## src/rtl/yield_pkg.sv

```systemverilog
package yield_pkg;
  localparam int unsigned WORD_W  = 32;
  localparam int unsigned CAUSE_W = 3;

  localparam logic [CAUSE_W-1:0] CAUSE_NONE = 3'd0;
  localparam logic [CAUSE_W-1:0] CAUSE_QUAL = 3'd2;
  localparam logic [CAUSE_W-1:0] CAUSE_DENY = 3'd4;

  localparam logic [WORD_W-1:0] OPERAND_SKIP = 32'hFFFF_FFFE;

  typedef enum logic [1:0] {
    KIND_DEACT  = 2'd0,
    KIND_QUAL   = 2'd1,
    KIND_PERMIT = 2'd2,
    KIND_SKIP   = 2'd3
  } yield_kind_e;

  typedef enum logic [1:0] {
    ST_IDLE = 2'd0,
    ST_SCAN = 2'd1,
    ST_RESP = 2'd2
  } yield_state_e;
endpackage

```

## src/rtl/yield_classify.sv

```systemverilog
module yield_classify
  import yield_pkg::*;
(
  input  logic [WORD_W-1:0]  operand,
  input  logic [WORD_W-1:0]  mask,
  input  logic               ysi,
  input  logic               dirty,
  output yield_kind_e        kind,
  output logic               fault,
  output logic [CAUSE_W-1:0] cause,
  output logic [WORD_W-1:0]  result
);
  always_comb begin
    if (operand == '0)               kind = KIND_DEACT;
    else if (!operand[WORD_W-1])     kind = KIND_QUAL;
    else if (operand == OPERAND_SKIP) kind = KIND_SKIP;
    else                             kind = KIND_PERMIT;
  end

  always_comb begin
    fault = 1'b0;
    cause = CAUSE_NONE;
    unique case (kind)
      KIND_QUAL: begin
        if ((operand & ~mask) != '0) begin
          fault = 1'b1;
          cause = CAUSE_QUAL;
        end
      end
      KIND_PERMIT: begin
        if (ysi && dirty) begin
          fault = 1'b1;
          cause = CAUSE_DENY;
        end
      end
      default: begin
        fault = 1'b0;
        cause = CAUSE_NONE;
      end
    endcase
  end

  assign result = operand & mask;
endmodule

```

## src/rtl/yield_ctx_scan.sv

```systemverilog
module yield_ctx_scan #(
  parameter int unsigned NUM_CTX = 4,
  parameter int unsigned VPE_W   = 4,
  parameter int unsigned TC_W    = 8,
  parameter int unsigned IDX_W   = 2
) (
  input  logic [NUM_CTX*VPE_W-1:0] ctx_vpe,
  input  logic [NUM_CTX*TC_W-1:0]  ctx_tc,
  input  logic [NUM_CTX-1:0]       ctx_da,
  input  logic [NUM_CTX-1:0]       ctx_halt,
  input  logic [NUM_CTX-1:0]       ctx_act,
  input  logic [VPE_W-1:0]         want_vpe,
  input  logic [TC_W-1:0]          want_tc,
  input  logic [IDX_W-1:0]         idx,
  output logic                     hit
);
  logic [NUM_CTX-1:0] eligible;

  for (genvar g = 0; g < NUM_CTX; g++) begin : g_entry
    logic id_eq;
    assign id_eq = (ctx_vpe[g*VPE_W +: VPE_W] == want_vpe) &&
                   (ctx_tc[g*TC_W +: TC_W] == want_tc);
    assign eligible[g] = id_eq && ctx_da[g] && !ctx_halt[g] && ctx_act[g];
  end

  assign hit = eligible[idx];
endmodule

```

## src/rtl/yield_unit.sv

```systemverilog
module yield_unit
  import yield_pkg::*;
#(
  parameter int unsigned NUM_CTX = 4,
  parameter int unsigned VPE_W   = 4,
  parameter int unsigned TC_W    = 8,
  parameter int unsigned YSI_BIT = 21,
  parameter int unsigned EXC_LO  = 16,
  localparam int unsigned IDX_W  = (NUM_CTX > 1) ? $clog2(NUM_CTX) : 1
) (
  input  logic                     clk,
  input  logic                     rst_n,
  input  logic                     req_valid,
  output logic                     req_ready,
  input  logic [31:0]              req_operand,
  input  logic [31:0]              req_mask,
  input  logic [VPE_W-1:0]         caller_vpe,
  input  logic [TC_W-1:0]          caller_tc,
  input  logic                     caller_active,
  input  logic                     caller_dirty,
  input  logic [31:0]              vpe_ctrl_in,
  input  logic [IDX_W-1:0]         ctx_last,
  input  logic [NUM_CTX*VPE_W-1:0] ctx_vpe,
  input  logic [NUM_CTX*TC_W-1:0]  ctx_tc,
  input  logic [NUM_CTX-1:0]       ctx_da,
  input  logic [NUM_CTX-1:0]       ctx_halt,
  input  logic [NUM_CTX-1:0]       ctx_act,
  output logic                     rsp_valid,
  input  logic                     rsp_ready,
  output logic [31:0]              rsp_result,
  output logic                     rsp_fault,
  output logic [31:0]              rsp_vpe_ctrl,
  output logic                     rsp_caller_active
);
  localparam logic [IDX_W-1:0]  LAST_MAX = IDX_W'(NUM_CTX - 1);
  localparam logic [WORD_W-1:0] EXC_MASK = WORD_W'((1 << CAUSE_W) - 1) << EXC_LO;

  yield_state_e        state_q;
  logic [IDX_W-1:0]    idx_q, last_q;
  logic                found_q, act_q, fault_q;
  logic [WORD_W-1:0]   result_q, vctl_q;
  logic [VPE_W-1:0]    vpe_q;
  logic [TC_W-1:0]     tc_q;

  yield_kind_e         cls_kind;
  logic                cls_fault;
  logic [CAUSE_W-1:0]  cls_cause;
  logic [WORD_W-1:0]   cls_result;
  logic                scan_hit;
  logic                accept;
  logic                scan_done;

  yield_classify u_classify (
    .operand (req_operand),
    .mask    (req_mask),
    .ysi     (vpe_ctrl_in[YSI_BIT]),
    .dirty   (caller_dirty),
    .kind    (cls_kind),
    .fault   (cls_fault),
    .cause   (cls_cause),
    .result  (cls_result)
  );

  yield_ctx_scan #(
    .NUM_CTX (NUM_CTX),
    .VPE_W   (VPE_W),
    .TC_W    (TC_W),
    .IDX_W   (IDX_W)
  ) u_scan (
    .ctx_vpe  (ctx_vpe),
    .ctx_tc   (ctx_tc),
    .ctx_da   (ctx_da),
    .ctx_halt (ctx_halt),
    .ctx_act  (ctx_act),
    .want_vpe (vpe_q),
    .want_tc  (tc_q),
    .idx      (idx_q),
    .hit      (scan_hit)
  );

  assign req_ready = (state_q == ST_IDLE);
  assign accept    = req_valid && req_ready;
  assign scan_done = (idx_q == last_q);

  always_ff @(posedge clk) begin
    if (!rst_n) begin
      state_q  <= ST_IDLE;
      idx_q    <= '0;
      last_q   <= '0;
      found_q  <= 1'b0;
      act_q    <= 1'b0;
      fault_q  <= 1'b0;
      result_q <= '0;
      vctl_q   <= '0;
      vpe_q    <= '0;
      tc_q     <= '0;
    end else begin
      unique case (state_q)
        ST_IDLE: begin
          if (accept) begin
            result_q <= cls_result;
            fault_q  <= cls_fault;
            vctl_q   <= cls_fault
                        ? ((vpe_ctrl_in & ~EXC_MASK) | (WORD_W'(cls_cause) << EXC_LO))
                        : vpe_ctrl_in;
            act_q    <= caller_active;
            vpe_q    <= caller_vpe;
            tc_q     <= caller_tc;
            found_q  <= 1'b0;
            idx_q    <= '0;
            last_q   <= (ctx_last > LAST_MAX) ? LAST_MAX : ctx_last;
            state_q  <= (cls_kind == KIND_DEACT) ? ST_SCAN : ST_RESP;
          end
        end
        ST_SCAN: begin
          found_q <= found_q | scan_hit;
          if (scan_done) begin
            act_q   <= act_q & ~(found_q | scan_hit);
            state_q <= ST_RESP;
          end else begin
            idx_q <= idx_q + 1'b1;
          end
        end
        ST_RESP: begin
          if (rsp_ready) state_q <= ST_IDLE;
        end
        default: state_q <= ST_IDLE;
      endcase
    end
  end

  assign rsp_valid         = (state_q == ST_RESP);
  assign rsp_fault         = rsp_valid && fault_q;
  assign rsp_result        = result_q;
  assign rsp_vpe_ctrl      = vctl_q;
  assign rsp_caller_active = act_q;
endmodule

```

## config.mk

```make
export PLATFORM = sky130hd
export DESIGN_NAME = yield_unit
export DESIGN_NICKNAME = d
export VERILOG_FILES = /design/src/rtl/yield_pkg.sv /design/src/rtl/yield_classify.sv /design/src/rtl/yield_ctx_scan.sv /design/src/rtl/yield_unit.sv
export SDC_FILE = /design/constraint.sdc
export NUM_CORES = 1
export LEC_CHECK = 0
export BUFFER_PORTS_ARGS = -buffer_cell sky130_fd_sc_hd__buf_2
export CAP_MARGIN = 25
export CORE_AREA = 2 2 98 100
export CTS_BUF_LIST = sky130_fd_sc_hd__clkbuf_8
export CTS_CLUSTER_SIZE = 12
export DETAILED_ROUTE_END_ITERATION = 8
export DIE_AREA = 0 0 100 102
export PLACE_DENSITY = 0.84
export SLEW_MARGIN = 20
export SYNTH_ARGS = -nofsm -noshare
export SYNTH_HDL_FRONTEND = slang
export SYNTH_SLANG_ARGS = --single-unit
```

## constraint.sdc

```tcl
create_clock -name clk -period 5.4 [get_ports clk]
set_input_delay 0.27 -clock clk [delete_from_list [all_inputs] [get_ports clk]]
set_output_delay 0.27 -clock clk [all_outputs]
set_load 0.005 [all_outputs]
```

==> impl_metrics.json <==
{
  "status": "completed",
  "fmax_ghz": 0.474,
  "grt_pass1_vias": 4623,
  "slowest_delay_ps": 580,
  "synth.distinct_cells": 44,
  "cp_num_buf_inv": 2,
  "ant_nets": 0,
  "finalPower_mw": 1.46,
  "critPathSlowestCell": "nor3_4",
  "htreeDepth": 3,
  "wire_per_inst_microns": 15.9,
  "initial_core_util": 0.485,
  "cts_max_path_buffers": 2,
  "rsz0062_at_grt": "no",
  "dr.first_iter.drc_count": 235,
  "power.density_nw_per_um2": 251,
  "cts_setup_buffers": 0,
  "endpoint_kind": "register",
  "viasPerCell": 5.30,
  "synth_xor_area_frac": 0.0991,
  "num_vias": 4676,
  "crit_chain": "nor3_4 -> buf_8 -> buf_4 -> nand3_1 -> a21boi_0",
  "grt.overflow.total": 0,
  "synth_ff_type": "dfxtp_1",
  "die_w_microns": 100,
  "port-buffer-count": 243,
  "ys_warn_count": 0,
  "ctsHoldBuffers": 0,
  "final_common_cell": "buf_2",
  "diodes": 0,
  "peakVddDrop_v": 0.000121,
  "synth_top_family_by_area": "simple AND/OR/NAND/NOR gates",
  "ctsResizeCount": 0,
  "clkSinkCount": 85,
  "final_core_util": 0.638,
  "cpLargestDelayFamily": "simple AND/OR/NAND/NOR gates",
  "drv_cap": 0,
  "dp_slack_ps": 3040,
  "die-area_sq_um": 10200,
  "io_pins": 244,
  "antenna_found_initial": 0,
  "period_needed_ps": 2110,
  "fin_crit_sh": 0.391,
  "dr.pass1.iters": 5,
  "synth_mux_area_frac": 0,
  "drv_slew": 0,
  "gp_congestion": 0.893,
  "setup_tns_ps": 0,
  "cp-start-kind": "register",
  "chipHeight_microns": 102,
  "synth_fp_nets": 726,
  "hold_path_depth": 3,
  "clk_pin_slew_ps": 90,
  "reg2reg_depth": 5,
  "whs_ps": 157,
  "crit_arrival_ps": 2380,
  "cp_max_fo": 49,
  "clockRootBuffer": "clkbuf_8",
  "dpl.hpwl_microns": 10900,
  "ys_async_sr_fraction": 0,
  "total_leakage_power_nw": 2.66,
  "drive_gt1_frac": 0.349,
  "reg2reg_to": "rsp_result[14]",
  "cp.required_ps": 5670,
  "drc": 0,
  "syn_area_sq_um": 4420,
  "path_class": "register to register",
  "synth-simple-area-share": 0.255,
  "min_to": "vpe_q[1]",
  "finClkSkew_ps": 13.3,
  "synth_top_area_share": 0.385,
  "area_delta_synth_final_pct": 31.4,
  "synthAdderAreaFrac": 0.00849,
  "final_cell_mix": "buf_2 (242), nand2_1 (125), dfxtp_1 (85), a21boi_0 (65), xnor2_1 (39)",
  "min_from": "caller_vpe[1]",
  "netlist_instances": 547,
  "grt_pass1_wl_microns": 21600,
  "yosys-top-cells-area": "dfxtp_1 (39%), a21boi_0 (11%), nand2_1 (11%)",
  "synth-edff-count": 0,
  "finalHoldViolations": 0,
  "std_cell_rows": 35,
  "cts_tree": "yes",
  "ys_seq_area_frac": 0.385,
  "relSlewSlack": 0.443,
  "worst_pin_slew_ps": 835,
  "cts_made_buffers": 9,
  "syn_area_per_cell_sq_um": 8.08,
  "reg2reg_slack_ps": 3290,
  "synth_top_area_cell": "dfxtp_1",
  "routed_wl_microns": 14000,
  "setup_viol": 0,
  "ys_ff_latch": 85,
  "reg2reg_from": "state_q[0]",
  "worstSkewPairLatency_ps": 350,
  "synth-compound-area-share": 0.180,
  "grt_max_degree": 86,
  "grt_usage": 0.270,
  "final_nets": 945,
  "core_area_sq_um": 9110,
  "holdCritPathClass": "input pin to register",
  "fin_ws_ps": 3290
}
-- synth_stat cells, types with 3 or more instances --
library cell,number
buf_2,19
o22ai_1,8
xor2_1,11
ha_1,3
nor4_1,15
o2111ai_1,4
clkbuf_1,10
a21boi_0,65
dfxtp_1,85
nand4_1,19
nor2_1,4
o21ai_0,4
a21oi_1,8
buf_4,3
nand3_1,35
xnor2_1,39
a21boi_1,11
nand2b_1,14
nand2_1,125
nor2b_1,5
buf_6,5
inv_1,27
o21ai_1,3
-- worst min-delay path, cell delays in order --
cell and delay [ps]:
buf_2 90, nand2_1 40, a21boi_0 60
-- metal layers --
| metal | GRT usage | wire [microns] |
|---|---|---|
| met4 | 0.139 | 420 |
| met2 | 0.501 | 7320 |
| met1 | 0.276 | 5010 |
| met3 | 0.0807 | 1270 |
| met5 | 0 | 0 |
-- where the power goes --
part	internal, mW	total [mW]	switching [mW]	leakage (nW)
registers	0.662	0.692	0.0297	0.695
clock network	0.253	0.481	0.227	0.109
logic	0.137	0.286	0.148	1.85
total	1.05	1.46	0.405	2.66
-- state kept, by name, summed over array words and instances (netlist names) --
register and count:
vpe_q 4, state_q 2, found_q 1, idx_q 2, rsp_caller_active 1, last_q 2
rsp_vpe_ctrl 32, tc_q 8, rsp_result 32, fault_q 1
-- worst max-delay path by stage --
stage               cells past startpoint       startpoint  slack [ps]               end
finish                                  5       state_q[0]        3290    rsp_result[14]
global route                            5       state_q[0]        3070    rsp_result[15]
global placement                       10  req_operand[26]        3050  rsp_vpe_ctrl[16]
floorplan                               8   req_operand[3]        3380  rsp_vpe_ctrl[16]
CTS                                     5       state_q[0]        3260    rsp_result[14]
detailed placement                     10  req_operand[26]        3040  rsp_vpe_ctrl[16]
-- cell type report --
cell class | count | area [sq um]
Clock buffer | 12 | 165
Clock inverter | 4 | 55.1
Tap cell | 111 | 139
Fill cell | 855 | 3300
Inverter | 27 | 101
Sequential cell | 85 | 1700
Timing Repair Buffer | 246 | 1250
Multi-Input combinational cell | 397 | 2400
-- stage by stage --
step,instances,area (sq um)
floorplan,547,4420
global placement,865,5570
detailed placement,866,5590
CTS,882,5810
global route,882,5810
finish,882,5810
-- kinds of logic after synthesis --
family                     Yosys count
and+or+nand+nor                    234
AOI/OAI and AO/OA                  110
DFF                                 85
buffers and inverters               65
xor gates and xnor gates            50
adders and majority gates            3
(Power assumes the default switching activity.)
